File: config.mk
export PLATFORM = sky130hd
export DESIGN_NAME = sar_seq_top
export DESIGN_NICKNAME = d
export VERILOG_FILES = /design/src/rtl/sar_seq_pkg.sv /design/src/rtl/sar_presc.sv /design/src/rtl/sar_seq_fsm.sv /design/src/rtl/sar_chan_ctl.sv /design/src/rtl/sar_seq_top.sv
export SDC_FILE = /design/constraint.sdc
export NUM_CORES = 1
export LEC_CHECK = 0
export BUFFER_PORTS_ARGS = -buffer_cell sky130_fd_sc_hd__buf_2
export CORE_ASPECT_RATIO = 0.75
export CORE_MARGIN = 8
export CORE_UTILIZATION = 45
export DETAILED_ROUTE_END_ITERATION = 6
export PLACE_DENSITY_LB_ADDON = 0.05
export REMOVE_ABC_BUFFERS = 1
export SLEW_MARGIN = 20
export SYNTH_ARGS = -nofsm -noshare
export SYNTH_HDL_FRONTEND = slang
export SYNTH_HIERARCHICAL = 1
export SYNTH_SLANG_ARGS = --single-unit
File: constraint.sdc
create_clock -name clk -period 2.3 [get_ports clk]
set_input_delay 0.46 -clock clk [delete_from_list [all_inputs] [get_ports clk]]
set_output_delay 0.46 -clock clk [all_outputs]
set_load 0.1 [all_outputs]
File: src/rtl/sar_seq_pkg.sv
package sar_seq_pkg;

    localparam int HCNT_W = 6;

    // half-cycle counts and window positions
    localparam logic [HCNT_W-1:0] FIRST_LAST    = 6'd49;
    localparam logic [HCNT_W-1:0] NORM_LAST     = 6'd25;
    localparam logic [HCNT_W-1:0] FIRST_CONV_LO = 6'd28;
    localparam logic [HCNT_W-1:0] NORM_CONV_LO  = 6'd4;
    localparam logic [HCNT_W-1:0] FIRST_SHA_LO  = 6'd1;
    localparam logic [HCNT_W-1:0] FIRST_SHA_HI  = 6'd3;
    localparam logic [HCNT_W-1:0] FIRST_SHB_LO  = 6'd26;
    localparam logic [HCNT_W-1:0] FIRST_SHB_HI  = 6'd27;

    typedef enum logic [1:0] {
        PH_IDLE  = 2'd0,
        PH_FIRST = 2'd1,
        PH_NORM  = 2'd2
    } phase_e;

    typedef struct packed {
        phase_e              phase;
        logic [HCNT_W-1:0]   hcnt;
    } seq_t;

    function automatic logic [HCNT_W-1:0] last_of(seq_t s);
        return (s.phase == PH_FIRST) ? FIRST_LAST : NORM_LAST;
    endfunction

    function automatic logic [HCNT_W-1:0] conv_lo_of(seq_t s);
        return (s.phase == PH_FIRST) ? FIRST_CONV_LO : NORM_CONV_LO;
    endfunction

    function automatic logic in_conv(seq_t s);
        return (s.phase != PH_IDLE) && (s.hcnt >= conv_lo_of(s));
    endfunction

    // switch state implied by the schedule
    function automatic logic sh_sched(seq_t s, logic first_done);
        case (s.phase)
            PH_FIRST: return ((s.hcnt >= FIRST_SHA_LO) && (s.hcnt <= FIRST_SHA_HI)) ||
                             ((s.hcnt >= FIRST_SHB_LO) && (s.hcnt <= FIRST_SHB_HI));
            PH_NORM:  return s.hcnt < NORM_CONV_LO;
            default:  return first_done;
        endcase
    endfunction

endpackage

File: src/rtl/sar_presc.sv
module sar_presc #(
    parameter int PSEL_W = 3
) (
    input  logic              clk,
    input  logic              rst,
    input  logic              en,
    input  logic [PSEL_W-1:0] sel,
    output logic              htick
);
    localparam int PCNT_W = 1 << PSEL_W;

    logic [PCNT_W-1:0] pcnt;
    logic [PCNT_W-1:0] hmask;

    always_comb hmask = ~({PCNT_W{1'b1}} << sel);

    always_ff @(posedge clk) begin
        if (rst || !en) pcnt <= '0;
        else            pcnt <= pcnt + 1'b1;
    end

    assign htick = en && ((pcnt & hmask) == hmask);
endmodule

File: src/rtl/sar_seq_fsm.sv
module sar_seq_fsm
    import sar_seq_pkg::*;
#(
    parameter int RES_W = 10
) (
    input  logic             clk,
    input  logic             rst,
    input  logic             en,
    input  logic             start,
    input  logic             free_run,
    input  logic             htick,
    input  logic [RES_W-1:0] ana_in,
    output logic             busy,
    output logic             sh_closed,
    output logic             conv_active,
    output logic             done,
    output logic [RES_W-1:0] result,
    output logic             begin_conv
);
    seq_t              s;
    logic              pend;
    logic              first_done;
    logic [RES_W-1:0]  held;
    logic              at_last;
    logic [HCNT_W-1:0] hnext;

    assign at_last = (s.phase != PH_IDLE) && (s.hcnt == last_of(s));
    assign hnext   = s.hcnt + 1'b1;

    always_ff @(posedge clk) begin
        if (rst) begin
            s          <= '{phase: PH_IDLE, hcnt: '0};
            pend       <= 1'b0;
            first_done <= 1'b0;
            done       <= 1'b0;
            held       <= '0;
            result     <= '0;
        end else if (!en) begin
            s          <= '{phase: PH_IDLE, hcnt: '0};
            pend       <= 1'b0;
            first_done <= 1'b0;
            done       <= 1'b0;
        end else begin
            done <= 1'b0;
            if (start && (s.phase == PH_IDLE) && !pend)
                pend <= 1'b1;
            if (htick) begin
                if (pend) begin
                    pend    <= 1'b0;
                    s.phase <= first_done ? PH_NORM : PH_FIRST;
                    s.hcnt  <= '0;
                end else if (at_last) begin
                    done       <= 1'b1;
                    result     <= held;
                    first_done <= 1'b1;
                    s.hcnt     <= '0;
                    s.phase    <= free_run ? PH_NORM : PH_IDLE;
                end else if (s.phase != PH_IDLE) begin
                    s.hcnt <= hnext;
                    if (hnext == conv_lo_of(s))
                        held <= ana_in;
                end
            end
        end
    end

    assign busy        = pend || (s.phase != PH_IDLE);
    assign conv_active = in_conv(s);
    assign sh_closed   = en && sh_sched(s, first_done);
    assign begin_conv  = en && htick && (pend || (at_last && free_run));
endmodule

File: src/rtl/sar_chan_ctl.sv
module sar_chan_ctl #(
    parameter int NCH  = 8,
    parameter int CH_W = 3
) (
    input  logic            clk,
    input  logic            rst,
    input  logic            free_run,
    input  logic            load,
    input  logic            chan_wr,
    input  logic [CH_W-1:0] chan_in,
    input  logic            dis_wr,
    input  logic [NCH-1:0]  dis_in,
    output logic [CH_W-1:0] mux_sel,
    output logic [NCH-1:0]  dis_mask
);
    logic [CH_W-1:0] pend_ch;

    always_ff @(posedge clk) begin
        if (rst) begin
            pend_ch  <= '0;
            mux_sel  <= '0;
            dis_mask <= '0;
        end else begin
            if (chan_wr)
                pend_ch <= chan_in;
            if (!free_run && chan_wr)
                mux_sel <= chan_in;
            else if (free_run && load)
                mux_sel <= pend_ch;
            if (dis_wr)
                dis_mask <= dis_in;
        end
    end
endmodule

File: src/rtl/sar_seq_top.sv
module sar_seq_top #(
    parameter int NCH    = 8,
    parameter int RES_W  = 10,
    parameter int PSEL_W = 3,
    localparam int CH_W  = (NCH > 1) ? $clog2(NCH) : 1
) (
    input  logic              clk,
    input  logic              rst,
    input  logic              enable,
    input  logic              start,
    input  logic              free_run,
    input  logic [PSEL_W-1:0] presc_sel,
    input  logic              chan_wr,
    input  logic [CH_W-1:0]   chan_in,
    input  logic              dis_wr,
    input  logic [NCH-1:0]    dis_in,
    input  logic [RES_W-1:0]  ana_in,
    output logic [CH_W-1:0]   mux_sel,
    output logic [NCH-1:0]    dis_mask,
    output logic              sh_closed,
    output logic              conv_active,
    output logic              busy,
    output logic              done,
    output logic [RES_W-1:0]  result
);
    logic htick;
    logic begin_conv;

    sar_presc #(.PSEL_W(PSEL_W)) u_presc (
        .clk   (clk),
        .rst   (rst),
        .en    (enable),
        .sel   (presc_sel),
        .htick (htick)
    );

    sar_seq_fsm #(.RES_W(RES_W)) u_fsm (
        .clk         (clk),
        .rst         (rst),
        .en          (enable),
        .start       (start),
        .free_run    (free_run),
        .htick       (htick),
        .ana_in      (ana_in),
        .busy        (busy),
        .sh_closed   (sh_closed),
        .conv_active (conv_active),
        .done        (done),
        .result      (result),
        .begin_conv  (begin_conv)
    );

    sar_chan_ctl #(.NCH(NCH), .CH_W(CH_W)) u_chan (
        .clk      (clk),
        .rst      (rst),
        .free_run (free_run),
        .load     (begin_conv),
        .chan_wr  (chan_wr),
        .chan_in  (chan_in),
        .dis_wr   (dis_wr),
        .dis_in   (dis_in),
        .mux_sel  (mux_sel),
        .dis_mask (dis_mask)
    );
endmodule

After elaboration in Yosys (flattened, before gate mapping). Cells that the tools add are included.

Flip-flop bits (word level): 53. Latch bits: 0. RAM bits: 0. Memories kept: 0. ROM bits: 0. Bits of input ports: 31.

Divide/modulo/power cells: 0. $lt $le $gt $ge: 6. Add/sub/neg operators: 2. Shifts and indexed selects: 1. Equal/unequal tests: 5. Bitwise logic cells: 6. Mux-type cells: 15. Reductions and logical operators: 32. Multiply operators: 0.

Operators by type and width (number): 2-to-1 mux 6 bit (3); logical AND 1 bit (13); adder 8 x 1 -> 8 bit (second input constant) (1); AND 8 bit (1); equality test 8 bit (1); 2-to-1 mux 8 bit (1); inverter 8 bit (1); << shifter 8 x 3 -> 8 bit (first input constant) (1); adder 6 x 1 -> 6 bit (second input constant) (1); equality test 6 x 5 -> 1 bit (1); equality test 6 bit (1); greater-or-equal comparator 6 x 1 -> 1 bit (second input constant) (1); greater-or-equal comparator 6 x 5 -> 1 bit (second input constant) (1); greater-or-equal comparator 6 bit (1); <= comparator 6 x 2 -> 1 bit (second input constant) (1); <= comparator 6 x 5 -> 1 bit (second input constant) (1); less-than comparator 6 x 3 -> 1 bit (second input constant) (1); 2-to-1 mux 2 bit (3); 2-to-1 mux 3 bit (2); AND reduction 6 bit (1); nonzero test 2 bit (3); 2-to-1 mux 5 bit (1); logical OR 1 bit (4); 2-to-1 mux 1 bit (4); other kinds (12) (18).

Depth between registers and ports, before layout. Gate-level depths: netlist (run 1).

Depth after elaboration: 10. Depth in mapped cells: 10. Mapped depth without buffers: 10.

Hierarchy. The synthesis (run 1) kept the hierarchy.

By module, submodules not included: sar_seq_fsm (area an instance 1614.0 µm², cells an instance 175, times used 1); sar_chan_ctl (area an instance 554.3 µm², cells an instance 52, times used 1); sar_presc (area an instance 330.3 µm², cells an instance 39, times used 1).

Least setup slack after synthesis (run 1). Ideal clock, no wire load.

Path type: reg2out. From: register u_fsm/s[0] (netlist name). To: output sh_closed. Data required time: 1.840 ns. Cell stages (with the launch flop): 8. Arrival: 3.168 ns. Setup slack: -1.328 ns. Path through: dfxtp_1 inv_1 ha_1 nand2b_1 a21oi_1 o21ai_0 nand3_1 a21boi_0.

Longest elaborated chain between the ends: 5. Elaborated cells between the ends (all ways): 10. Those cells by class: 5 x order compare; 1 x mux; 4 x reduce/logical.

RTL lines: start, declared (RTL line sar_seq_fsm.sv:20) `seq_t s;`; start signal, assigned (RTL line sar_seq_fsm.sv:32) `s <= '{phase: PH_IDLE, hcnt: '0};`; start signal, assigned (RTL line sar_seq_fsm.sv:39) `s <= '{phase: PH_IDLE, hcnt: '0};`; greater-or-equal comparator 6 x 1 -> 1 bit, or another cell as far along (RTL line sar_seq_pkg.sv:41) `PH_FIRST: return ((s.hcnt >= FIRST_SHA_LO) && (s.hcnt <= FIRST_SHA_HI)) ||`; logical AND 1 bit (on tied branches) (RTL line sar_seq_pkg.sv:41, sar_seq_pkg.sv:42); logical OR 1 bit (RTL line sar_seq_pkg.sv:41); one-hot mux 1 bit (2 select lines) * (RTL line sar_seq_pkg.sv:40) `case (s.phase)`; logical AND 1 bit * (RTL line sar_seq_fsm.sv:69) `assign sh_closed = en && sh_sched(s, first_done);`; end, declared (RTL line sar_seq_top.sv:20) `output logic sh_closed,`.

Every way passes the cells marked *; elsewhere a longest branch is shown, timed or not.

Worst setup path in the final report (run 1).
From: register u_fsm/s[6] (netlist name). To: output sh_closed.

Longest elaborated chain between the ends: 3. Elaborated cells between the ends (all ways): 4. Those cells by class: 2 x eq/ne; 1 x mux; 1 x reduce/logical.

RTL lines (RTL line): equality test 2 bit / equality test 2 x 1 -> 1 bit (equally long branches) (sar_seq_pkg.sv:40); one-hot mux 1 bit (2 select lines) * (sar_seq_pkg.sv:40); logical AND 1 bit * (sar_seq_fsm.sv:69).

Marked as above.

==> results of run 1 <==
==> worst min path at each step <==
stage / to / start / cells after the start / slack (ps)
final: u_chan/dis_mask[4] / dis_in[4] / 3 / 380
after global routing: u_fsm/held[4] / ana_in[4] / 2 / 370
after CTS: u_chan/dis_mask[4] / dis_in[4] / 3 / 380
after detailed placement: u_chan/mux_sel[0] / u_chan/mux_sel[0] / 2 / 450
after global placement: u_chan/mux_sel[1] / u_chan/mux_sel[1] / 2 / 440
after floorplan: u_fsm/first_done / u_fsm/first_done / 2 / 440
==> metrics by stage <==
step / cell area (um^2) / TNS (ps) / util
global placement: 3030 / -3690 / 0.566
global route: 3380 / -93.1 / 0.631
floorplan: 2450 / -8410 / -
finish: 3380 / 0 / 0.631
CTS: 3180 / 0 / 0.594
detailed placement: 3030 / -3650 / 0.566
==> timing repair <==
action	4_1_cts	5_1_grt
endpoints found under the setup margin	17	22
gates cloned	0	1
gates resized for setup	16	33
pin swaps	1	13
hold endpoints to repair	0	0
buffers inserted	0	7
==> power by group through the flow <==
stage               logic (uW)  clock network, uW  registers [uW]
floorplan                 55.7                  0            1030
CTS                        221                569             927
detailed placement         218                  0             948
finish                     230                545             925
global placement           216                  0             947
global route               244                608             928
==> sequential cells by signal, summed over array words and instances (netlist names) <==
name / count
u_chan/dis_mask: 8
u_chan/mux_sel: 3
u_chan/pend_ch: 3
u_fsm/done: 1
u_fsm/first_done: 1
u_fsm/held: 10
u_fsm/pend: 1
u_fsm/result: 10
u_fsm/s: 8
u_presc/pcnt: 7
==> cells by family (layout without fill, tap and decap cells) <==
kind of cell,count (synthesis),count (layout),synth area share
compound gates,47,47,0.133
xor+xnor,6,6,0.0240
fa+ha+maj,10,10,0.0501
buf+inv,19,105,0.0335
flops,52,52,0.417
mux,25,25,0.106
simple gates,107,108,0.237
==> area by class of cell <==
class / instances / area, um^2 / share of cell area
clock buffers: 5 / 68.8 / 0.0204
flip-flops and latches: 52 / 1060 / 0.314
clock inverters: 3 / 27.5 / 0.00815
inverters: 9 / 33.8 / 0.0100
multi-input cells: 196 / 1540 / 0.457
well taps: 75 / 93.8 / 0.0278
repair buffers: 88 / 548 / 0.162
==> critical path: cells and delay by family, from the launching register on <==
kind	cells	cell delay [ps]
compound gates	1	150
fa+ha+maj	1	320
buf+inv	4	450
flops	1	370
simple gates	1	170
==> layout by cell type, fill, tap and decap left out, types with 3 or more instances in the layout <==
cell       instances
ha_4               3
nand2b_1          17
nand2_1           11
inv_1              7
clkbuf_8           5
nand3_1            4
buf_4             32
buf_2             53
or3_1              4
a2111oi_2          3
nor3b_1            3
a2bb2oi_1          3
ha_1               6
o21ai_0            9
nand2_2            3
a2bb2oi_2          7
dfxtp_2           10
and3b_2            3
xor2_1             4
nor2_1            39
mux2i_1           22
a21oi_1           11
dfxtp_1           40
nor2b_1            3
==> synthesized netlist by cell type (all sizes together) <==
cell,count
inv,9
nor2b,3
nor4b,1
and4bb,1
buf,6
a21oi,12
a221oi,1
a31oi,1
nand3,6
a211oi,1
nor3,2
and2b,1
mux2i,24
clkbuf,4
dfxtp,52
o21ai,10
nor2,41
nand4bb,1
o2bb2ai,1
a22o,1
nand2,14
a2111oi,3
a21o,2
nand3b,3
mux2,1
and3,2
and2,2
xnor2,1
a2bb2oi,10
xor2,5
ha,10
or3,4
o211ai,1
a21boi,2
a22oi,2
nor4,1
nor3b,3
and3b,3
nand2b,19
==> per-layer routing <==
metal / part of all wire / track usage
met4: 0.0059 / 0.0350
met3: 0.069 / 0.0389
met2: 0.44 / 0.223
met5: 0 / 0
met1: 0.48 / 0.181
==> impl_metrics.env, run 1 <==
export IMPL_floorplan_die_width_um=102
export IMPL_setup_worst_path_start="u_fsm/s[6]"
export IMPL_grt_remaining_overflow=0
export IMPL_worst_endpoint_arrival_ps=1770
export IMPL_die_height_um=80.5
export IMPL_power_uw=1700
export IMPL_final_min_period_over_clock_period=0.970
export IMPL_finalSetupViolations=0
export IMPL_worst_ep_required_time_ps=1840
export IMPL_netSwitchingPower_uw=487
export IMPL_tritoncts_num_buffers=5
export IMPL_timing_critical_path_to_type="primary output"
export IMPL_first_global_vias=2063
export IMPL_core_rowCount=23
export IMPL_pin_count=56
export IMPL_power_leakage_uw=0.00152
export IMPL_num_vias=2135
export IMPL_power_density_nw_per_um2=504
export IMPL_grt_antenna_before_repair=0
export IMPL_worst_slew_pin_transition_ps=507
export IMPL_number_of_distinct_standard_cells_referenced_by_the_synthesized_netlist=49
export IMPL_clock_tree_htree_level_count=2
export IMPL_placeable_core_region_um2=5350
export IMPL_start_util=0.467
export IMPL_post_cts_hold_buffer_count=0
export IMPL_dp_hpwl_mm=4.28
export IMPL_post_route_drc_count=0
export IMPL_clock_sinks=52
export IMPL_n_fill_cell=484
export IMPL_finalWorstPathRequiredPeriod_ps=2230
export IMPL_dr_pass1_iters=4
export IMPL_timing_max_slew_rel_slack=0.659
export IMPL_cp_cell_instances="buf_4 > inv_1 > ha_1 > nand2b_1 > a21boi_1 > buf_4 > buf_12"
export IMPL_run_status="finished clean"
export IMPL_antenna_diode_count=0
export IMPL_drt_total_wl_mm=5.96
export IMPL_grt_pass1_wl_mm=9.38
export IMPL_switching_portion_of_total_power=0.286
export IMPL_dp_cell_count=412
export IMPL_synthesis_area_per_instance_um2=9.39
export IMPL_sequentialPowerShare=0.544
export IMPL_clock_pin_slew_on_the_worst_setup_and_hold_paths_ps=100
export IMPL_total_number_of_yosys_warnings=6
export IMPL_clkPwrFrac=0.321
export IMPL_power_combinational_fraction=0.135
export IMPL_power_internal_uw=1210
export IMPL_die_area_um2=8220
export IMPL_holdCritPathClass="in -> reg"
export IMPL_r2r_start="u_presc/pcnt[4]"
export IMPL_r2r_setup_slack_ps=100
export IMPL_achievable_frequency_ghz=0.448
export IMPL_highest_net_fanout_along_the_worst_path=2
export IMPL_startpoint_type="flop"
export IMPL_rsz0062_at_grt="yes"
export IMPL_path_class="reg -> out"
export IMPL_detail_route_wl_per_cell_um=13.9
export IMPL_maxCapViolCount=0
export IMPL_crit_path_frequent_cell="buf_4"
export IMPL_yosys_register_bits=52
export IMPL_detail_route_antenna_nets=0
export IMPL_final_cells=428
export IMPL_synth_top_cell_by_area="dfxtp_1"
export IMPL_initialDrtViolationCount=61
export IMPL_ff2ff_path_depth=10
export IMPL_synth_seq_area_share=0.417
export IMPL_postSynthCellCount=266
export IMPL_post_synth_top_area_fraction=0.417
export IMPL_setup_worst_path_end="sh_closed"
export IMPL_io_buffer_count=55
export IMPL_vias_per_cell=4.99
export IMPL_irDropWorstVdd_mv=0.392
export IMPL_pre_cts_slack_ps=-323
export IMPL_finalNetCount=393
export IMPL_regToRegEndpoint="u_fsm/held[9]"
export IMPL_timing_final_ws_setup_ps=69.7
export IMPL_fin_worst_hold_slack_ps=382
export IMPL_timing_final_hold_violations=0
export IMPL_groute_usage_overall=0.140
export IMPL_drive_gt1_frac=0.425
export IMPL_clk_latency_ps=310
export IMPL_cts_tree="built"
export IMPL_max_clock_path_buffers=2
export IMPL_worst_clock_skew_ps=7.47
export IMPL_synth_top_cells_by_area="dfxtp_1 42%, mux2i_1 9.2%, nor2_1 6.0%, ha_1 5.0%, nand2b_1 4.8%"
export IMPL_area_growth_syn_to_layout_pct=35.1
export IMPL_syn_area_um2=2500
export IMPL_grt_start_max_net_pins=28
export IMPL_final_max_slew_viol_count=0
export IMPL_critical_path_max_stage_delay_ps=370
export IMPL_cts_root_buffer="clkbuf_8"
export IMPL_critPathSlowestCell="dfxtp_2"
export IMPL_gp_congestion=0.796
(Power assumes the default switching activity.)
==> run 2, diff against run 1 <==
- CORE_MARGIN: 8 -> 3
- TNS_END_PERCENT: unset -> 1
==> run 2 against run 1 <==
Final area fell by 5.6%. Non-clock buffer count fell by 9. Critical path depth rose by 2. Die area fell by 21%. Power fell by 0.89%. Global-route usage rose by 2.6 points. Clock skew rose by 2.0 ps. Flip-flop and latch count did not move. Final cell count fell by 3.0%. Clock power barely moved. Routed wire length fell by 12%.
==> impl_metrics.env, run 2 (synthesis gave the netlist of run 1 again) <==
export IMPL_r2r_setup_slack_ps=140
export IMPL_final_cell_mix="53 x buf_2, 45 x dfxtp_1, 39 x nor2_1"
export IMPL_rsz0062_at_grt="yes"
export IMPL_clock_pin_slew_on_the_worst_setup_and_hold_paths_ps=100
export IMPL_post_cts_hold_buffer_count=0
export IMPL_die_height_um=70.5
export IMPL_cts_tree="built"
export IMPL_regToRegEndpoint="u_fsm/held[8]"
export IMPL_layout_commonest_cell="buf_2"
export IMPL_first_global_vias=1954
export IMPL_start_util=0.488
export IMPL_vias_per_cell=4.94
export IMPL_max_clock_path_buffers=2
export IMPL_core_rowCount=22
export IMPL_finalWorstPathRequiredPeriod_ps=2280
export IMPL_power_uw=1690
export IMPL_power_density_nw_per_um2=529
export IMPL_grt_start_max_net_pins=24
export IMPL_clock_sinks=52
export IMPL_hold_path_startpoint="dis_in[1]"
export IMPL_detail_route_antenna_nets=0
export IMPL_path_class="reg -> out"
export IMPL_run_status="finished clean"
export IMPL_antenna_diode_count=0
export IMPL_dp_hpwl_mm=3.96
export IMPL_cts_root_buffer="clkbuf_8"
export IMPL_worst_ep_required_time_ps=1840
export IMPL_timing_max_slew_rel_slack=0.670
export IMPL_worst_clock_skew_ps=9.44
export IMPL_final_min_period_over_clock_period=0.993
export IMPL_startpoint_type="flop"
export IMPL_placeable_core_region_um2=5120
export IMPL_hold_end="u_chan/dis_mask[1]"
export IMPL_grt_pass1_wl_mm=8.94
export IMPL_timing_critical_path_to_type="primary output"
export IMPL_fin_worst_hold_slack_ps=388
export IMPL_pin_count=56
export IMPL_drt_total_wl_mm=5.25
export IMPL_area_growth_syn_to_layout_pct=27.6
export IMPL_grt_remaining_overflow=0
export IMPL_post_route_drc_count=0
export IMPL_irDropWorstVdd_mv=0.334
export IMPL_floorplan_die_width_um=92.0
export IMPL_num_vias=2050
export IMPL_initialDrtViolationCount=115
export IMPL_holdCritPathClass="in -> reg"
export IMPL_dr_pass1_iters=4
export IMPL_ff2ff_path_depth=9
export IMPL_power_leakage_uw=0.00145
export IMPL_highest_net_fanout_along_the_worst_path=2
export IMPL_gp_congestion=0.791
export IMPL_worst_slew_pin_transition_ps=492
export IMPL_final_max_slew_viol_count=0
export IMPL_detail_route_wl_per_cell_um=12.6
export IMPL_groute_usage_overall=0.166
export IMPL_clk_latency_ps=300
export IMPL_layout_top_registers="u_fsm/held (10), u_fsm/result (10)"
export IMPL_drive_gt1_frac=0.344
export IMPL_grt_antenna_before_repair=0
export IMPL_achievable_frequency_ghz=0.438
export IMPL_die_area_um2=6490
export IMPL_finalNetCount=383
export IMPL_finalSetupViolations=0
export IMPL_tritoncts_num_buffers=5
export IMPL_min_path_cells=3
export IMPL_clock_tree_htree_level_count=2
export IMPL_r2r_start="u_presc/pcnt[5]"
export IMPL_timing_final_hold_violations=0
export IMPL_io_buffer_count=55
export IMPL_maxCapViolCount=0
export IMPL_worst_endpoint_arrival_ps=1820
-- run 2: area by class of cell --
| type | instances | area [um^2] |
|---|---|---|
| Clock buffer | 5 | 68.8 |
| Inverter | 9 | 36.3 |
| Sequential cell | 52 | 1050 |
| Clock inverter | 3 | 27.5 |
| Fill cell | 473 | 1930 |
| Timing Repair Buffer | 79 | 480 |
| Multi-Input combinational cell | 195 | 1430 |
| Tap cell | 72 | 90.1 |
-- run 2: metal layers --
layer	global-route usage	routed length, um	vias to the layer above
li1	-	-	1079
met1	0.237	2810	928
met2	0.258	2210	41
met3	0.0383	212	2
met4	0.0346	22	0
met5	0	0	-
-- run 2: repair_timing --
action / in CTS / in global routing
pin swaps: 4 / 6
endpoints found under the setup margin: 6 / 16
setup buffers: 2 / 0
resized for setup: 16 / 12
-- run 2: worst max-delay path by stage --
stage                            start  slack [ps]            end  cells past startpoint
after floorplan             u_fsm/s[0]       -1330      sh_closed                      7
after global placement    presc_sel[2]        -210  u_fsm/held[5]                     10
after detailed placement  presc_sel[2]        -300  u_fsm/held[1]                     10
after CTS                   u_fsm/s[7]         -10    conv_active                      9
after global routing        u_fsm/s[7]         -40    conv_active                      9
final                       u_fsm/s[7]          20    conv_active                      9
-- run 2: where the power goes --
| part | total, uW | switching [uW] | internal, uW |
|---|---|---|---|
| sequential | 926 | 9.40 | 916 |
| combinational | 217 | 150 | 67.3 |
| clock | 543 | 319 | 224 |
-- run 2: critical path, cell delays in order (launching register included) --
cell	delay (ps)
dfxtp_2	350
inv_2	50
ha_4	160
inv_4	60
ha_4	190
buf_6	100
a21o_1	180
a211oi_2	170
nor2_1	70
buf_6	200
-- run 2: through the flow --
stage | setup TNS [ps] | utilization | worst slack [ps] | area (um^2) | cells
after CTS | -11.1 | 0.617 | -11.1 | 3160 | 416
after detailed placement | -3040 | 0.586 | -296 | 3000 | 406
after global placement | -2270 | 0.586 | -209 | 3000 | 406
after floorplan | -8410 | - | -1330 | 2450 | 256
final | 0 | 0.623 | 17.0 | 3190 | 415
after global routing | -46.1 | 0.623 | -43.5 | 3190 | 415
==> run 3, diff against run 2 <==
- clock period: 2.3 -> 2 ns (I/O delays scaled with it)
==> run 3 against run 2 <==
Largest cell class unchanged. Non-clock buffer count increased by 14. Critical path type unchanged. Clock skew rose by 3.0 ps. Utilization up 3.5 points. Critical path depth unchanged. Die area is the same. Sequential power grew 14%. Via count increased by 4.0%. Global-route usage is 1.1 points higher. Final area grew 5.6%. Flip-flop and latch count is the same. The run now ends with negative setup slack left. Clock-buffer cell count unchanged.
==> impl_metrics.env, run 3 (synthesis gave the netlist of run 1 again) <==
export IMPL_run_status="complete, but fails checks"
export IMPL_failed_checks="negative setup slack"
export IMPL_first_global_vias=2044
export IMPL_setup_worst_path_start="u_fsm/s[7]"
export IMPL_grt_pass1_wl_mm=9.51
export IMPL_fin_tns_setup_ps=-1900
export IMPL_worst_ep_required_time_ps=1600
export IMPL_timing_final_ws_setup_ps=-220
export IMPL_worst_endpoint_arrival_ps=1820
export IMPL_num_vias=2133
export IMPL_n_fill_cell=469
export IMPL_rsz0062_at_grt="yes"
export IMPL_cp_cell_instances="inv_2 > ha_4 > inv_4 > ha_4 > buf_4 > a21o_1 > a211oi_2 > nor2_1 > buf_6"
export IMPL_start_util=0.488
export IMPL_finalWorstPathRequiredPeriod_ps=2220
export IMPL_drt_total_wl_mm=5.54
export IMPL_dp_hpwl_mm=4.11
export IMPL_pin_count=56
export IMPL_die_area_um2=6490
export IMPL_core_rowCount=22
export IMPL_detail_route_antenna_nets=0
export IMPL_worst_clock_skew_ps=12.4
export IMPL_critical_path_max_stage_delay_ps=350
export IMPL_clk_latency_ps=300
export IMPL_clock_pin_slew_on_the_worst_setup_and_hold_paths_ps=100
export IMPL_grt_remaining_overflow=0
export IMPL_cts_setup_buffers=0
export IMPL_detail_route_wl_per_cell_um=12.9
export IMPL_post_route_drc_count=0
export IMPL_placeable_core_region_um2=5120
export IMPL_floorplan_die_width_um=92.0
export IMPL_crit_path_frequent_cell="ha_4"
export IMPL_drive_gt1_frac=0.402
export IMPL_path_class="reg -> out"
export IMPL_groute_usage_overall=0.177
export IMPL_vias_per_cell=4.96
export IMPL_achievable_frequency_ghz=0.450
export IMPL_layout_commonest_cell="buf_2"
export IMPL_clock_tree_htree_level_count=2
export IMPL_dp_cell_count=421
export IMPL_cts_root_buffer="clkbuf_8"
export IMPL_final_min_period_over_clock_period=1.11
export IMPL_cts_tree="built"
export IMPL_maxCapViolCount=0
export IMPL_final_core_utilization=0.657
export IMPL_critPathSlowestCell="dfxtp_2"
export IMPL_startpoint_type="flop"
export IMPL_layout_top_registers="u_fsm/held (10), u_fsm/result (10)"
export IMPL_max_clock_path_buffers=2
export IMPL_power_density_nw_per_um2=571
export IMPL_r2r_setup_slack_ps=-180
export IMPL_ff2ff_path_depth=11
export IMPL_die_height_um=70.5
export IMPL_area_growth_syn_to_layout_pct=34.7
export IMPL_timing_final_hold_violations=0
export IMPL_post_cts_hold_buffer_count=0
export IMPL_finalSetupViolations=20
export IMPL_tritoncts_num_buffers=5
export IMPL_grt_start_max_net_pins=24
export IMPL_power_leakage_uw=0.00153
export IMPL_timing_critical_path_to_type="primary output"
export IMPL_worst_slew_pin_transition_ps=499
export IMPL_io_buffer_count=55
export IMPL_regToRegEndpoint="u_fsm/s[2]"
export IMPL_setup_worst_path_end="conv_active"
export IMPL_fin_worst_hold_slack_ps=320
export IMPL_initialDrtViolationCount=86
export IMPL_power_uw=1920
export IMPL_gp_congestion=0.843
export IMPL_final_cell_mix="52 x buf_2, 42 x dfxtp_1, 40 x nor2_1"
export IMPL_clock_sinks=52
export IMPL_grt_antenna_before_repair=0
export IMPL_timing_max_slew_rel_slack=0.665
export IMPL_antenna_diode_count=0
export IMPL_highest_net_fanout_along_the_worst_path=2
export IMPL_r2r_start="u_fsm/s[7]"
export IMPL_finalNetCount=398
export IMPL_holdCritPathClass="in -> reg"
export IMPL_final_cells=430
export IMPL_dr_pass1_iters=4
export IMPL_final_max_slew_viol_count=0
export IMPL_irDropWorstVdd_mv=0.450
==> run 3: critical path, delay by kind of cell, from the launching register on <==
kind	cells	cell delay, ps
AO/OA/AOI/OAI	2	340
adder cells (fa/ha/maj)	2	350
buffers and inverters	4	400
flip-flops	1	350
AND/OR/NAND/NOR	1	80
==> run 3: timing repair <==
action,4_1_cts,5_1_grt
cloned,1,0
setup endpoints to repair,33,33
pin swaps,8,1
gates resized for setup,34,10
hold endpoints to repair,0,0
==> run 3: metal layers <==
layer  vias to the layer above  GRT usage  routed length [um]
li1                       1107          -                   -
met1                       981      0.262                2930
met2                        39      0.263                2330
met3                         6     0.0393                 233
met4                         0     0.0395                  47
met5                         -          0                   0
==> run 3: cell type report <==
class	count	area, um^2	share of cell area
inverters	9	36.3	0.0108
well taps	72	90.1	0.0268
clock buffers	5	68.8	0.0204
clock inverters	3	21.3	0.00632
repair buffers	93	601	0.178
flip-flops and latches	52	1060	0.314
multi-input cells	196	1490	0.443
==> run 3: power breakdown <==
group	internal (uW)	switching [uW]	leakage [uW]	total, uW
sequential	1050	10.5	0.000428	1060
clock	249	352	0.0000445	601
combinational	85.7	174	0.00106	260
total	1390	537	0.00153	1920
==> run 3: how the worst min path moves through the flow <==
stage | from | endpoint | slack (ps) | cells after the start
floorplan | u_fsm/first_done | u_fsm/first_done | 440 | 2
finish | dis_in[7] | u_chan/dis_mask[7] | 320 | 3
CTS | dis_in[7] | u_chan/dis_mask[7] | 320 | 3
detailed placement | u_chan/mux_sel[0] | u_chan/mux_sel[0] | 440 | 2
global route | ana_in[4] | u_fsm/held[4] | 310 | 2
global placement | u_chan/mux_sel[0] | u_chan/mux_sel[0] | 440 | 2
==> run 3: metrics by stage <==
step	setup slack, ps	cell area, um^2
2_1_floorplan	-1570	2450
3_3_place_gp	-441	3130
3_5_place_dp	-514	3130
4_1_cts	-235	3330
5_1_grt	-331	3370
6_report	-220	3370
